--- config.mk ---
export PLATFORM = sky130hd
export DESIGN_NAME = echo_cmd_rx
export DESIGN_NICKNAME = d
export VERILOG_FILES = /design/src/rtl/echo_link_pkg.sv /design/src/rtl/link_sync.sv /design/src/rtl/frame_fsm.sv /design/src/rtl/reply_drv.sv /design/src/rtl/echo_cmd_rx.sv
export SDC_FILE = /design/constraint.sdc
export NUM_CORES = 1
export LEC_CHECK = 0
export BUFFER_PORTS_ARGS = -buffer_cell sky130_fd_sc_hd__clkbuf_2
export CAP_MARGIN = 20
export CORE_UTILIZATION = 50
export CTS_CLUSTER_DIAMETER = 120
export DETAILED_ROUTE_END_ITERATION = 8
export GPL_TIMING_DRIVEN = 1
export PLACE_DENSITY = 0.74
export SYNTH_ARGS = -nofsm -noshare
export SYNTH_HDL_FRONTEND = slang
export SYNTH_SLANG_ARGS = --single-unit
--- constraint.sdc ---
create_clock -name clk -period 1.9 [get_ports clk]
set_input_delay 0.095 -clock clk [delete_from_list [all_inputs] [get_ports clk]]
set_output_delay 0.095 -clock clk [all_outputs]
set_load 0.01 [all_outputs]
--- src/rtl/echo_link_pkg.sv ---
package echo_link_pkg;

    localparam int HOST_W     = 8;
    localparam int DEV_W      = 5;
    localparam int FIELD_W    = HOST_W - 1;
    localparam int NIB_W      = DEV_W - 1;
    localparam logic [FIELD_W-1:0] FIELD_MAX = 7'h17;

    typedef enum logic [1:0] {
        FR_IDLE = 2'd0,
        FR_CMD  = 2'd1,
        FR_INV  = 2'd2,
        FR_ACK  = 2'd3
    } frame_st_e;

    typedef enum logic [1:0] {
        RP_ONES = 2'd0,
        RP_ZERO = 2'd1,
        RP_PASS = 2'd2
    } reply_e;

    typedef struct packed {
        logic               fall;
        logic               clk_lvl;
        logic [FIELD_W-1:0] data;
    } host_sample_t;

    function automatic logic [NIB_W-1:0] reply_bits(input reply_e k);
        case (k)
            RP_ZERO: reply_bits = 4'b0000;
            RP_PASS: reply_bits = 4'b0101;
            default: reply_bits = 4'b1111;
        endcase
    endfunction

    function automatic logic field_legal(input logic [FIELD_W-1:0] f);
        field_legal = (f <= FIELD_MAX);
    endfunction

endpackage

--- src/rtl/link_sync.sv ---
module link_sync
    import echo_link_pkg::*;
#(
    parameter int W      = HOST_W,
    parameter int STAGES = 2
) (
    input  logic         clk,
    input  logic         rst,
    input  logic [W-1:0] raw,
    output host_sample_t smp
);
    logic [W-1:0] chain [STAGES];
    logic         clk_prev;

    genvar g;
    generate
        for (g = 0; g < STAGES; g++) begin : g_stage
            always_ff @(posedge clk) begin
                if (rst) chain[g] <= '1;
                else if (g == 0) chain[g] <= raw;
                else chain[g] <= chain[(g == 0) ? 0 : g-1];
            end
        end
    endgenerate

    always_ff @(posedge clk) begin
        if (rst) clk_prev <= 1'b1;
        else     clk_prev <= chain[STAGES-1][0];
    end

    always_comb begin
        smp.clk_lvl = chain[STAGES-1][0];
        smp.data    = chain[STAGES-1][W-1:1];
        smp.fall    = clk_prev & ~chain[STAGES-1][0];
    end

    p_fall_edge_r2: assert property (@(posedge clk) disable iff (rst)
        smp.fall |=> !smp.fall);
endmodule

--- src/rtl/frame_fsm.sv ---
module frame_fsm
    import echo_link_pkg::*;
(
    input  logic               clk,
    input  logic               rst,
    input  host_sample_t       smp,
    output reply_e             reply_sel,
    output logic               cmd_valid,
    output logic [FIELD_W-1:0] cmd,
    output logic               link_idle
);
    frame_st_e          st;
    logic [FIELD_W-1:0] cmd_q;
    logic               pass_q;

    always_ff @(posedge clk) begin
        if (rst) begin
            st        <= FR_IDLE;
            cmd_q     <= '0;
            pass_q    <= 1'b0;
            cmd_valid <= 1'b0;
            reply_sel <= RP_ONES;
        end else begin
            cmd_valid <= 1'b0;
            if (smp.fall) begin
                case (st)
                    FR_IDLE: if (smp.data == '0) begin
                        st        <= FR_CMD;
                        reply_sel <= RP_ZERO;
                    end
                    FR_CMD: begin
                        cmd_q     <= smp.data;
                        st        <= FR_INV;
                        reply_sel <= RP_ONES;
                    end
                    FR_INV: begin
                        pass_q    <= (smp.data == ~cmd_q) && field_legal(cmd_q);
                        reply_sel <= ((smp.data == ~cmd_q) && field_legal(cmd_q))
                                     ? RP_PASS : RP_ONES;
                        st        <= FR_ACK;
                    end
                    default: begin
                        cmd_valid <= pass_q;
                        st        <= FR_IDLE;
                        reply_sel <= RP_ONES;
                    end
                endcase
            end
        end
    end

    assign cmd       = cmd_q;
    assign link_idle = (st == FR_IDLE);

    p_pulse_one_r8: assert property (@(posedge clk) disable iff (rst)
        cmd_valid |=> !cmd_valid);
    p_pulse_on_fall_r8: assert property (@(posedge clk) disable iff (rst)
        cmd_valid |-> $past(smp.fall) && link_idle);
    p_range_r7: assert property (@(posedge clk) disable iff (rst)
        cmd_valid |-> cmd <= FIELD_MAX);
    p_hold_no_fall_r2: assert property (@(posedge clk) disable iff (rst)
        !smp.fall |=> $stable(st));
endmodule

--- src/rtl/reply_drv.sv ---
module reply_drv
    import echo_link_pkg::*;
(
    input  logic             clk,
    input  logic             rst,
    input  logic             clk_lvl,
    input  reply_e           reply_sel,
    output logic [DEV_W-1:0] dev_bus
);
    logic echo_q;

    always_ff @(posedge clk) begin
        if (rst) echo_q <= 1'b1;
        else     echo_q <= clk_lvl;
    end

    assign dev_bus = {reply_bits(reply_sel), echo_q};
endmodule

--- src/rtl/echo_cmd_rx.sv ---
module echo_cmd_rx
    import echo_link_pkg::*;
#(
    parameter int SYNC_STAGES = 2
) (
    input  logic                clk,
    input  logic                rst,
    input  logic [HOST_W-1:0]   host_bus,
    output logic [DEV_W-1:0]    dev_bus,
    output logic                cmd_valid,
    output logic [FIELD_W-1:0]  cmd,
    output logic                link_idle
);
    host_sample_t smp;
    reply_e       reply_sel;

    link_sync #(.W(HOST_W), .STAGES(SYNC_STAGES)) u_sync (
        .clk(clk), .rst(rst), .raw(host_bus), .smp(smp)
    );

    frame_fsm u_fsm (
        .clk(clk), .rst(rst), .smp(smp), .reply_sel(reply_sel),
        .cmd_valid(cmd_valid), .cmd(cmd), .link_idle(link_idle)
    );

    reply_drv u_drv (
        .clk(clk), .rst(rst), .clk_lvl(smp.clk_lvl),
        .reply_sel(reply_sel), .dev_bus(dev_bus)
    );

    p_idle_ones_r3: assert property (@(posedge clk) disable iff (rst)
        link_idle |-> dev_bus[DEV_W-1:1] == 4'b1111);
    p_start_zero_r4: assert property (@(posedge clk) disable iff (rst)
        $fell(link_idle) |-> dev_bus[DEV_W-1:1] == 4'b0000);
    p_echo_r2: assert property (@(posedge clk) disable iff (rst)
        $past(!rst) |-> dev_bus[0] == $past(smp.clk_lvl));
endmodule

==> flow_summary.json <==
{
  "run_status": "finished clean",
  "drc": 0,
  "grt_start_max_net_pins": 33,
  "setup-violations-final": 0,
  "ys_top_cells_by_area": "dfxtp_1 (52%), or2_2 (9.1%), ha_1 (5.4%)",
  "synth_fp_nets": 134,
  "synth_enable_flop_cells": 0,
  "syn_avg_cell_area_um2": 9.79,
  "peakVddDrop_uv": 789,
  "initial_core_util_pct": 52.7,
  "multi_input_comb_area_um2": 503,
  "initial_antenna_violation_count": 0,
  "critical-path-slowest-cell": "or4_4",
  "cts_made_buffers": 5,
  "post-dp-hpwl_um": 1410,
  "grt_setup_unrepaired": "false",
  "port_buffers": 23,
  "floorplan_core_area_um2": 2210,
  "yosys_warnings": 0,
  "placed_cells_incl_taps": 163,
  "crit_type": "reg -> reg",
  "wirelength_um": 2080,
  "worst_ep_arrival_time_ns": 1.81,
  "clk_pin_slew_worst_paths_ns": 0.10,
  "die-area_um2": 2530,
  "share_of_the_cycle_needed_by_the_critical_path_after_routing_pct": 85.1,
  "wl_per_cell_um": 11.6,
  "power.static_leakage_nw": 0.622,
  "syn2layout_area_growth_pct": 26.3,
  "worst_slew_pin_slew_ns": 0.511,
  "report.final.hold_viol_count": 0,
  "die-height_um": 50.3,
  "fin_nets": 165,
  "power.density_cell_area_nw_per_um2": 931,
  "synthArstFlopShare_pct": 0,
  "synthFlopType": "dfxtp_1",
  "clock_skew_ns": 0.00896,
  "number_of_vias_after_detailed_routing": 894,
  "detailedRoute.firstIterationViolations": 15,
  "worstSkewPairLatency_ns": 0.32,
  "slew_violations": 0,
  "worstPathCellList": "or4_4 -> o41a_1 -> o21ai_1 -> a21oi_1",
  "gpl.final_weighted_congestion": 0.888,
  "ctsResizeCount": 0,
  "first_global_vias": 873,
  "post_route_cells_drive_above_1_share_pct": 35.1,
  "routed_via_density": 4.99,
  "slew_headroom_pct": 65.9,
  "netlist-cell-type-count": 28,
  "max_cap_violations": 0,
  "timing.critical_path.slowest_cell_delay_ns": 0.56,
  "tritoncts": "done",
  "fillCellCount": 178,
  "cts_max_level": 2,
  "synthTopCellsByCount": "dfxtp_1 (30), or2_2 (17), a21oi_1 (11), nand2_1 (10), nand3_1 (9)",
  "n_antenna_cell": 0,
  "ff_latch_area_um2": 601,
  "grt_first_pass_wirelength_um": 3600,
  "final.setup.tns_ns": 0,
  "grt.overflow.total": 0,
  "required_ns": 2.09,
  "syn_area_um2": 1160,
  "firstDrtPassIters": 5,
  "start_kind": "register",
  "globalRouteTotalUtil_pct": 19.4,
  "time_the_worst_path_needs_with_i_o_delays_and_setup_ns": 1.62,
  "rows": 17,
  "cts_max_path_buffers": 2,
  "synth_most_common_cell": "dfxtp_1",
  "yosysTopAreaCellShare_pct": 51.6,
  "worst_setup_path_end_kind": "register",
  "synth_top_cell_by_area": "dfxtp_1",
  "route.antenna.remaining_nets": 0,
  "clkSinkCount": 30,
  "max_clock_freq_mhz": 618,
  "syn-instance-count": 119,
  "timing.critical_path.fanout_max": 3,
  "seq_area_frac_synth_pct": 51.6,
  "x_dimension_of_the_die_um": 50.3,
  "ys_ff_latch": 30,
  "worstHoldPathType": "in -> reg",
  "final_cells": 179,
  "cts-root-buf": "clkbuf_4",
  "utilization_pct": 66.5,
  "final.hold.worst_slack_ns": 0.301,
  "boundaryPins": 24
}
==> placed cells by master, fill, tap and decap left out, drive strengths merged <==
cell	count
a21oi	11
dfxtp	30
and3	1
o32ai	1
clkbuf	29
dlygate4sd3	8
buf	1
nor3	2
nand3	9
nor3b	1
o41ai	1
inv	5
nand4	1
o41a	1
xor2	4
nor2b	1
o31ai	1
nor2	4
nand4bb	1
nand2b	2
o21ai	1
nand2	10
or4	2
ha	5
bufinv	2
or2	17
==> where the power goes <==
part / leakage, nW / total (W) / internal, W / switching [W]
sequential: 0.246 / 0.000655 / 0.000645 / 0.0000100
combinational: 0.318 / 0.0000549 / 0.0000330 / 0.0000219
clock: 0.0585 / 0.000660 / 0.000446 / 0.000214
==> repair_timing <==
action | in CTS | in global routing
endpoints found under the setup margin | 0 | 0
setup buffers | 0 | 0
hold endpoints to repair | 8 | 0
hold buffers | 8 | 0
==> routing by layer <==
| layer | global-route usage [%] | vias up | wire (um) |
|---|---|---|---|
| met2 | 33.8 | 24 | 1080 |
| met1 | 20.0 | 412 | 893 |
| met4 | 11.0 | 0 | 19 |
| met3 | 6.67 | 4 | 80 |
| met5 | 0 | - | 0 |
| li1 | - | 454 | - |
==> cell type report <==
class                           count  share of cell area [%]
Clock buffer                        6                    3.49
Clock inverter                      2                    4.08
Tap cell                           28                    2.38
Inverter                            5                    1.28
Sequential cell                    30                    40.8
Multi-Input combinational cell     76                    34.2
Timing Repair Buffer               32                    13.8
==> stage by stage <==
stage | setup slack [ns] | instance area [um^2] | total power [W]
after global placement | 0.354 | 1280 | 0.000709
after detailed placement | 0.306 | 1280 | 0.000711
after global routing | 0.181 | 1470 | 0.00142
after floorplan | 0.389 | 1160 | 0.000696
after CTS | 0.291 | 1470 | 0.00138
final | 0.283 | 1470 | 0.00137
==> sequential cells by signal, summed over array words and instances (netlist names) <==
signal,flops
u_fsm.pass_q,1
u_fsm.cmd,7
u_sync.clk_prev,1
u_fsm.cmd_valid,1
u_sync.chain,16
u_fsm.reply_sel,2
u_fsm.st,2
==> cell families (layout without fill, tap and decap cells) <==
family	after synthesis	after routing	share of synthesized area, %
simple gates	51	51	24.9
flops	30	30	51.6
buf+inv	13	45	5.26
xor+xnor	4	4	3.01
compound gates	16	16	9.88
fa+ha+maj	5	5	5.37
==> worst max-delay path, delay by kind of cell, from the launching register on <==
family	cells	cell delay [ns]
AO/OA/AOI/OAI	3	0.58
flip-flops	1	0.34
AND/OR/NAND/NOR	1	0.56
==> final timing paths <==
kind                      startpoint                 end  slack (ns)  cells after the start
setup / recovery  u_sync.chain[1][2]         u_fsm.st[1]        0.28                      4
hold reg to reg   u_sync.chain[0][7]  u_sync.chain[1][7]        0.41                      1
setup reg to reg  u_sync.chain[1][2]         u_fsm.st[1]        0.28                      4
hold / removal                   rst        u_fsm.cmd[3]        0.30                      2
Power figures use the tool's default switching activity.
